[src/rtl/egt_pkg.sv]
package egt_pkg;

    typedef enum logic [1:0] {
        CMD_OTHER   = 2'd0,
        CMD_SECTOR  = 2'd1,
        CMD_CHIP    = 2'd2,
        CMD_SUSPEND = 2'd3
    } cmd_code_e;

    typedef enum logic [1:0] {
        PH_IDLE   = 2'd0,
        PH_WINDOW = 2'd1,
        PH_ERASE  = 2'd2
    } phase_e;

    typedef struct packed {
        logic sector;
        logic chip;
        logic suspend;
    } cmd_dec_t;

    function automatic logic phase_accepts(input phase_e ph);
        return (ph == PH_IDLE) || (ph == PH_WINDOW);
    endfunction

endpackage

[src/rtl/egt_cmd_decode.sv]
module egt_cmd_decode
    import egt_pkg::*;
(
    input  logic       valid,
    input  logic [1:0] code,
    output cmd_dec_t   dec
);
    cmd_code_e code_e;

    always_comb begin
        code_e      = cmd_code_e'(code);
        dec         = '0;
        if (valid) begin
            unique case (code_e)
                CMD_SECTOR:  dec.sector  = 1'b1;
                CMD_CHIP:    dec.chip    = 1'b1;
                CMD_SUSPEND: dec.suspend = 1'b1;
                default:     dec         = '0;
            endcase
        end
    end

    always_comb begin
        assert ($countones(dec) <= 1) else $error("p_single_decode_r10");
    end
endmodule

[src/rtl/egt_window_timer.sv]
module egt_window_timer #(
    parameter int WIN_W = 16
) (
    input  logic             clk,
    input  logic             rst,
    input  logic             load,
    input  logic             run,
    input  logic [WIN_W-1:0] len,
    output logic             expire
);
    localparam logic [WIN_W-1:0] ONE = WIN_W'(1);

    logic [WIN_W-1:0] cnt_q;
    logic [WIN_W-1:0] len_eff;

    assign len_eff = (len == '0) ? ONE : len;
    assign expire  = run && !load && (cnt_q == ONE);

    always_ff @(posedge clk) begin
        if (rst) begin
            cnt_q <= '0;
        end else if (load) begin
            cnt_q <= len_eff;
        end else if (run && cnt_q > ONE) begin
            cnt_q <= cnt_q - ONE;
        end
    end

    p_reload_full_r4: assert property (@(posedge clk) disable iff (rst)
        load |=> (cnt_q == (($past(len) == '0) ? ONE : $past(len))));

    p_count_down_r3: assert property (@(posedge clk) disable iff (rst)
        (run && !load && cnt_q > ONE) |=> (cnt_q == $past(cnt_q) - ONE));
endmodule

[src/rtl/egt_sector_set.sv]
module egt_sector_set #(
    parameter int NUM_SECTORS = 16,
    parameter int SEC_W       = 4
) (
    input  logic                   clk,
    input  logic                   rst,
    input  logic                   add,
    input  logic [SEC_W-1:0]       idx,
    input  logic                   fill,
    input  logic                   clear,
    output logic [NUM_SECTORS-1:0] map
);
    for (genvar i = 0; i < NUM_SECTORS; i++) begin : g_bit
        logic bit_q;
        always_ff @(posedge clk) begin
            if (rst || clear) begin
                bit_q <= 1'b0;
            end else if (fill) begin
                bit_q <= 1'b1;
            end else if (add && idx == SEC_W'(i)) begin
                bit_q <= 1'b1;
            end
        end
        assign map[i] = bit_q;
    end

    p_map_only_grows_r5: assert property (@(posedge clk) disable iff (rst)
        !clear |=> ((map & $past(map)) == $past(map)));

    p_add_sets_bit_r2: assert property (@(posedge clk) disable iff (rst)
        (add && !clear && !fill) |=> ($countones(map ^ $past(map)) <= 1));
endmodule

[src/rtl/erase_gather_timer.sv]
module erase_gather_timer
    import egt_pkg::*;
#(
    parameter int NUM_SECTORS = 16,
    parameter int WIN_W       = 16,
    parameter int SEC_W       = (NUM_SECTORS > 1) ? $clog2(NUM_SECTORS) : 1
) (
    input  logic                   clk,
    input  logic                   rst,
    input  logic                   cmd_valid,
    input  logic [1:0]             cmd_code,
    input  logic [SEC_W-1:0]       cmd_sector,
    input  logic [WIN_W-1:0]       win_len,
    input  logic                   erase_done,
    output logic [NUM_SECTORS-1:0] sector_map,
    output logic                   erase_start,
    output logic                   window_closed,
    output logic                   suspend_req
);
    localparam logic [NUM_SECTORS-1:0] ALL_SET = {NUM_SECTORS{1'b1}};

    phase_e   phase_q, phase_d;
    cmd_dec_t dec;
    logic     accepting;
    logic     take_sector, take_chip, take_done, take_suspend;
    logic     win_expire;
    logic     start_q, susp_q;

    egt_cmd_decode u_dec (
        .valid (cmd_valid),
        .code  (cmd_code),
        .dec   (dec)
    );

    assign accepting    = phase_accepts(phase_q);
    assign take_sector  = accepting && dec.sector;
    assign take_chip    = accepting && dec.chip;
    assign take_suspend = (phase_q == PH_ERASE) && dec.suspend;
    assign take_done    = (phase_q == PH_ERASE) && erase_done;

    egt_window_timer #(.WIN_W(WIN_W)) u_timer (
        .clk    (clk),
        .rst    (rst),
        .load   (take_sector && !take_chip),
        .run    (phase_q == PH_WINDOW),
        .len    (win_len),
        .expire (win_expire)
    );

    egt_sector_set #(.NUM_SECTORS(NUM_SECTORS), .SEC_W(SEC_W)) u_set (
        .clk   (clk),
        .rst   (rst),
        .add   (take_sector),
        .idx   (cmd_sector),
        .fill  (take_chip),
        .clear (take_done),
        .map   (sector_map)
    );

    always_comb begin
        phase_d = phase_q;
        unique case (phase_q)
            PH_IDLE: begin
                if (take_chip)        phase_d = PH_ERASE;
                else if (take_sector) phase_d = PH_WINDOW;
            end
            PH_WINDOW: begin
                if (take_chip || win_expire) phase_d = PH_ERASE;
            end
            PH_ERASE: begin
                if (take_done) phase_d = PH_IDLE;
            end
            default: phase_d = PH_IDLE;
        endcase
    end

    always_ff @(posedge clk) begin
        if (rst) begin
            phase_q <= PH_IDLE;
            start_q <= 1'b0;
            susp_q  <= 1'b0;
        end else begin
            phase_q <= phase_d;
            start_q <= take_chip || win_expire;
            susp_q  <= take_suspend;
        end
    end

    assign erase_start   = start_q;
    assign suspend_req   = susp_q;
    assign window_closed = (phase_q == PH_ERASE);

    p_start_one_cycle_r3: assert property (@(posedge clk) disable iff (rst)
        erase_start |=> !erase_start);

    p_start_with_flag_r3: assert property (@(posedge clk) disable iff (rst)
        erase_start |-> (window_closed && !$past(window_closed)));

    p_chip_fills_r6: assert property (@(posedge clk) disable iff (rst)
        take_chip |=> (sector_map == ALL_SET && erase_start));

    p_erase_freezes_map_r7: assert property (@(posedge clk) disable iff (rst)
        (window_closed && !erase_done) |=> ($stable(sector_map) && window_closed && !erase_start));

    p_suspend_pulse_r8: assert property (@(posedge clk) disable iff (rst)
        suspend_req |-> $past(window_closed));

    p_done_clears_r9: assert property (@(posedge clk) disable iff (rst)
        (window_closed && erase_done) |=> (sector_map == '0 && !window_closed));
endmodule

[config.mk]
export PLATFORM = sky130hd
export DESIGN_NAME = erase_gather_timer
export DESIGN_NICKNAME = d
export VERILOG_FILES = /design/src/rtl/egt_pkg.sv /design/src/rtl/egt_cmd_decode.sv /design/src/rtl/egt_window_timer.sv /design/src/rtl/egt_sector_set.sv /design/src/rtl/erase_gather_timer.sv
export SDC_FILE = /design/constraint.sdc
export NUM_CORES = 1
export LEC_CHECK = 0
export BUFFER_PORTS_ARGS = -buffer_cell sky130_fd_sc_hd__buf_2
export CAP_MARGIN = 20
export CORE_ASPECT_RATIO = 1.2
export CORE_UTILIZATION = 45
export DETAILED_ROUTE_END_ITERATION = 8
export PLACE_DENSITY = 0.8
export SYNTH_ARGS = -nofsm -noshare
export SYNTH_HDL_FRONTEND = slang
export SYNTH_HIERARCHICAL = 1
export SYNTH_SLANG_ARGS = --single-unit
[constraint.sdc]
create_clock -name clk -period 2.7 [get_ports clk]
set_input_delay 0.27 -clock clk [delete_from_list [all_inputs] [get_ports clk]]
set_output_delay 0.27 -clock clk [all_outputs]
set_load 0.02 [all_outputs]
==> metrics <==
status completed; Port Buffers 44; Sw Pwr 0.4315 mW; clock root cell clkbuf_8; P&R area growth vs syn 11.05%; Hold-fix buffers, CTS 0; TritonCTS clock tree done; vias per cell 5.868; drt drc 0; Congestion Overflow GR 0; Crit Path Category register to register; Pre-antenna DRT Iters 4; count leader, synth dfxtp_1; worst hold path class input port to register; Core Area 4359 sq um; iteration-0 DRC count of the detailed router 153; Synth top area share 34.59%; DP HPWL 3.292 mm; Slew @ Worst Pin 0.6319 ns; Warnings, synthesis 6; Max Cap Viol 0; n_diodes 0; Logic pwr share 25.0%; Pint 0.9833 mW; die height 76.54 um; FP Rows 26; Sw Ratio 30.50%; Yosys cell types 60; WL per Instance 14.87 um; post-CTS setup buffers 0; detailed-route via count 1,860; FF+latch count, synth 36; final cell count without fillers 317; Synth Net Count 258; peak supply drop 0.0004690 V; final setup violating endpoints 0; Total GRT Usage 20.02%; Post-synth top flop dfxtp_1; synthesized cell area 2083 sq um; Syn Area/Cell 9.058 sq um; Final Hold Viols 0; vias in the first global route 1,719; Area contributors post-synth dfxtp_1 35%, buf_4 5.8%, o22ai_1 4.8%, nor2_1 4.1%, nor4_1 2.7%; RSZ-0062 raised after global routing no; clock transition at the registers of the reported paths 0.07 ns; die area 4907 sq um; Clock power frac 32.7%; initial antenna violation count 0; sequential fraction of design power 42.3%; Starting Density 47.79%; slowest cell on the critical path or4b_2; Final ANT Viol Nets 0; Yosys top cell by area dfxtp_1; sequential element share of the synthesized area 34.59%; first-pass GRT wire length 7.665 mm; Static Leak 0.9480 nW; Crit path max-delay family simple AND/OR/NAND/NOR gates; clock sink total 36; nets 288; largest net degree at the start of global routing 24; share of layout cells above drive strength 1 26.82%; Fin Setup TNS 0 ns; CTS-repair resized insts 0; worst skew pair latency 0.29 ns; Post-synth ARST share 0%; ratio of final minimum period to clock period 84.82%; pwr/cell area 611.5 nW/um^2; fin crit period 2.290 ns; reg2reg setup slack 0.41 ns; top post-synthesis cells by count 36 x dfxtp_1, 23 x nor2_1, 16 x buf_4, 16 x o22ai_1; Fin Clk Skew 0.006498 ns; crit path cell chain inv_1 -> ha_1 -> or4b_2 -> nor2_1 -> o2111ai_1 -> xnor2_1 -> a22o_1; number of synthesized flops with an enable pin 0; H-Tree Depth 2; placer congestion estimate 0.8319; max incr delay on CP 0.66 ns; Worst Setup Start Kind register; Worst EP arrival 2.47 ns; placed insts 309; boundary pin count 45; deepest clock path buffer count 2; cells after synthesis 230; Die W 64.11 um; critical path required time 2.88 ns; DRT Wirelength 4.714 mm; maximum clock rate 436.7 MHz; CP Capture Type register; Final Max Tran Viols 0; WP buf/inv 1; relative slew slack 57.48%; maximum net fanout on the critical path 5; CTS Buf Count 5
==> worst paths after layout <==
kind	to	startpoint	cells past startpoint
max	u_timer/cnt_q[12]	u_timer/cnt_q[1]	7
min	u_timer/cnt_q[8]	win_len[8]	2
max reg2reg	u_timer/cnt_q[12]	u_timer/cnt_q[1]	7
min reg2reg	u_set/g_bit[6].bit_q	u_set/g_bit[6].bit_q	2
==> registers in the layout (all words and copies together), names as in the netlist <==
signal             count
u_set/g_bit.bit_q     16
u_timer/cnt_q         16
phase_q                2
erase_start            1
suspend_req            1
==> layer usage <==
metal / vias up / track usage (%) / routed length (um)
li1: 903 / - / -
met1: 862 / 24.64 / 2057
met2: 80 / 31.91 / 2221
met3: 15 / 4.940 / 298
met4: 0 / 10.22 / 136
met5: - / 0 / 0
==> area by class of cell <==
| class | instances | area (sq um) |
|---|---|---|
| Clock buffer | 6 | 72.57 |
| Clock inverter | 2 | 35.03 |
| Fill cell | 420 | 2046 |
| Inverter | 9 | 33.78 |
| Multi-Input combinational cell | 160 | 1131 |
| Sequential cell | 36 | 720.7 |
| Tap cell | 56 | 70.07 |
| Timing Repair Buffer | 48 | 250.2 |
==> power groups by stage <==
stage | logic, mW | clock network (mW) | registers [mW]
4_1_cts | 0.351 | 0.474 | 0.598
3_3_place_gp | 0.341 | 0 | 0.609
3_5_place_dp | 0.345 | 0 | 0.610
5_1_grt | 0.387 | 0.495 | 0.603
6_report | 0.353 | 0.462 | 0.599
2_1_floorplan | 0.283 | 0 | 0.603
==> cell usage in the layout (no fill, tap or decap), drive strengths merged, types with 6 or more instances in the layout <==
cell	instances
dfxtp	36
inv	9
nor4	9
clkbuf	6
xnor2	6
nand2	7
nor2	23
nor3	8
o22ai	16
o21a	6
nor2b	7
buf	48
a21oi	8
==> metrics by stage <==
| step | instance area (sq um) | util (%) | total power [mW] | hold slack (ns) | setup WS [ns] |
|---|---|---|---|---|---|
| after floorplan | 2083 | - | 0.8859 | 0.3389 | 0.6625 |
| after global placement | 2206 | 50.60 | 0.9491 | 0.4942 | 0.4717 |
| after detailed placement | 2206 | 50.60 | 0.9546 | 0.5038 | 0.4739 |
| after CTS | 2313 | 53.07 | 1.424 | 0.2091 | 0.4274 |
| after global routing | 2313 | 53.07 | 1.485 | 0.2138 | 0.2863 |
| final | 2313 | 53.07 | 1.415 | 0.2144 | 0.4099 |
==> cell families after synthesis <==
logic type	count (synthesis)	share of synthesized area (%)
and+or+nand+nor	89	26.79
AOI/OAI and AO/OA	59	21.98
DFF	36	34.59
buffers and inverters	34	11.11
xor gates and xnor gates	8	3.363
muxes	2	0.9610
adders and majority gates	2	1.201
(Power assumes the default switching activity.)
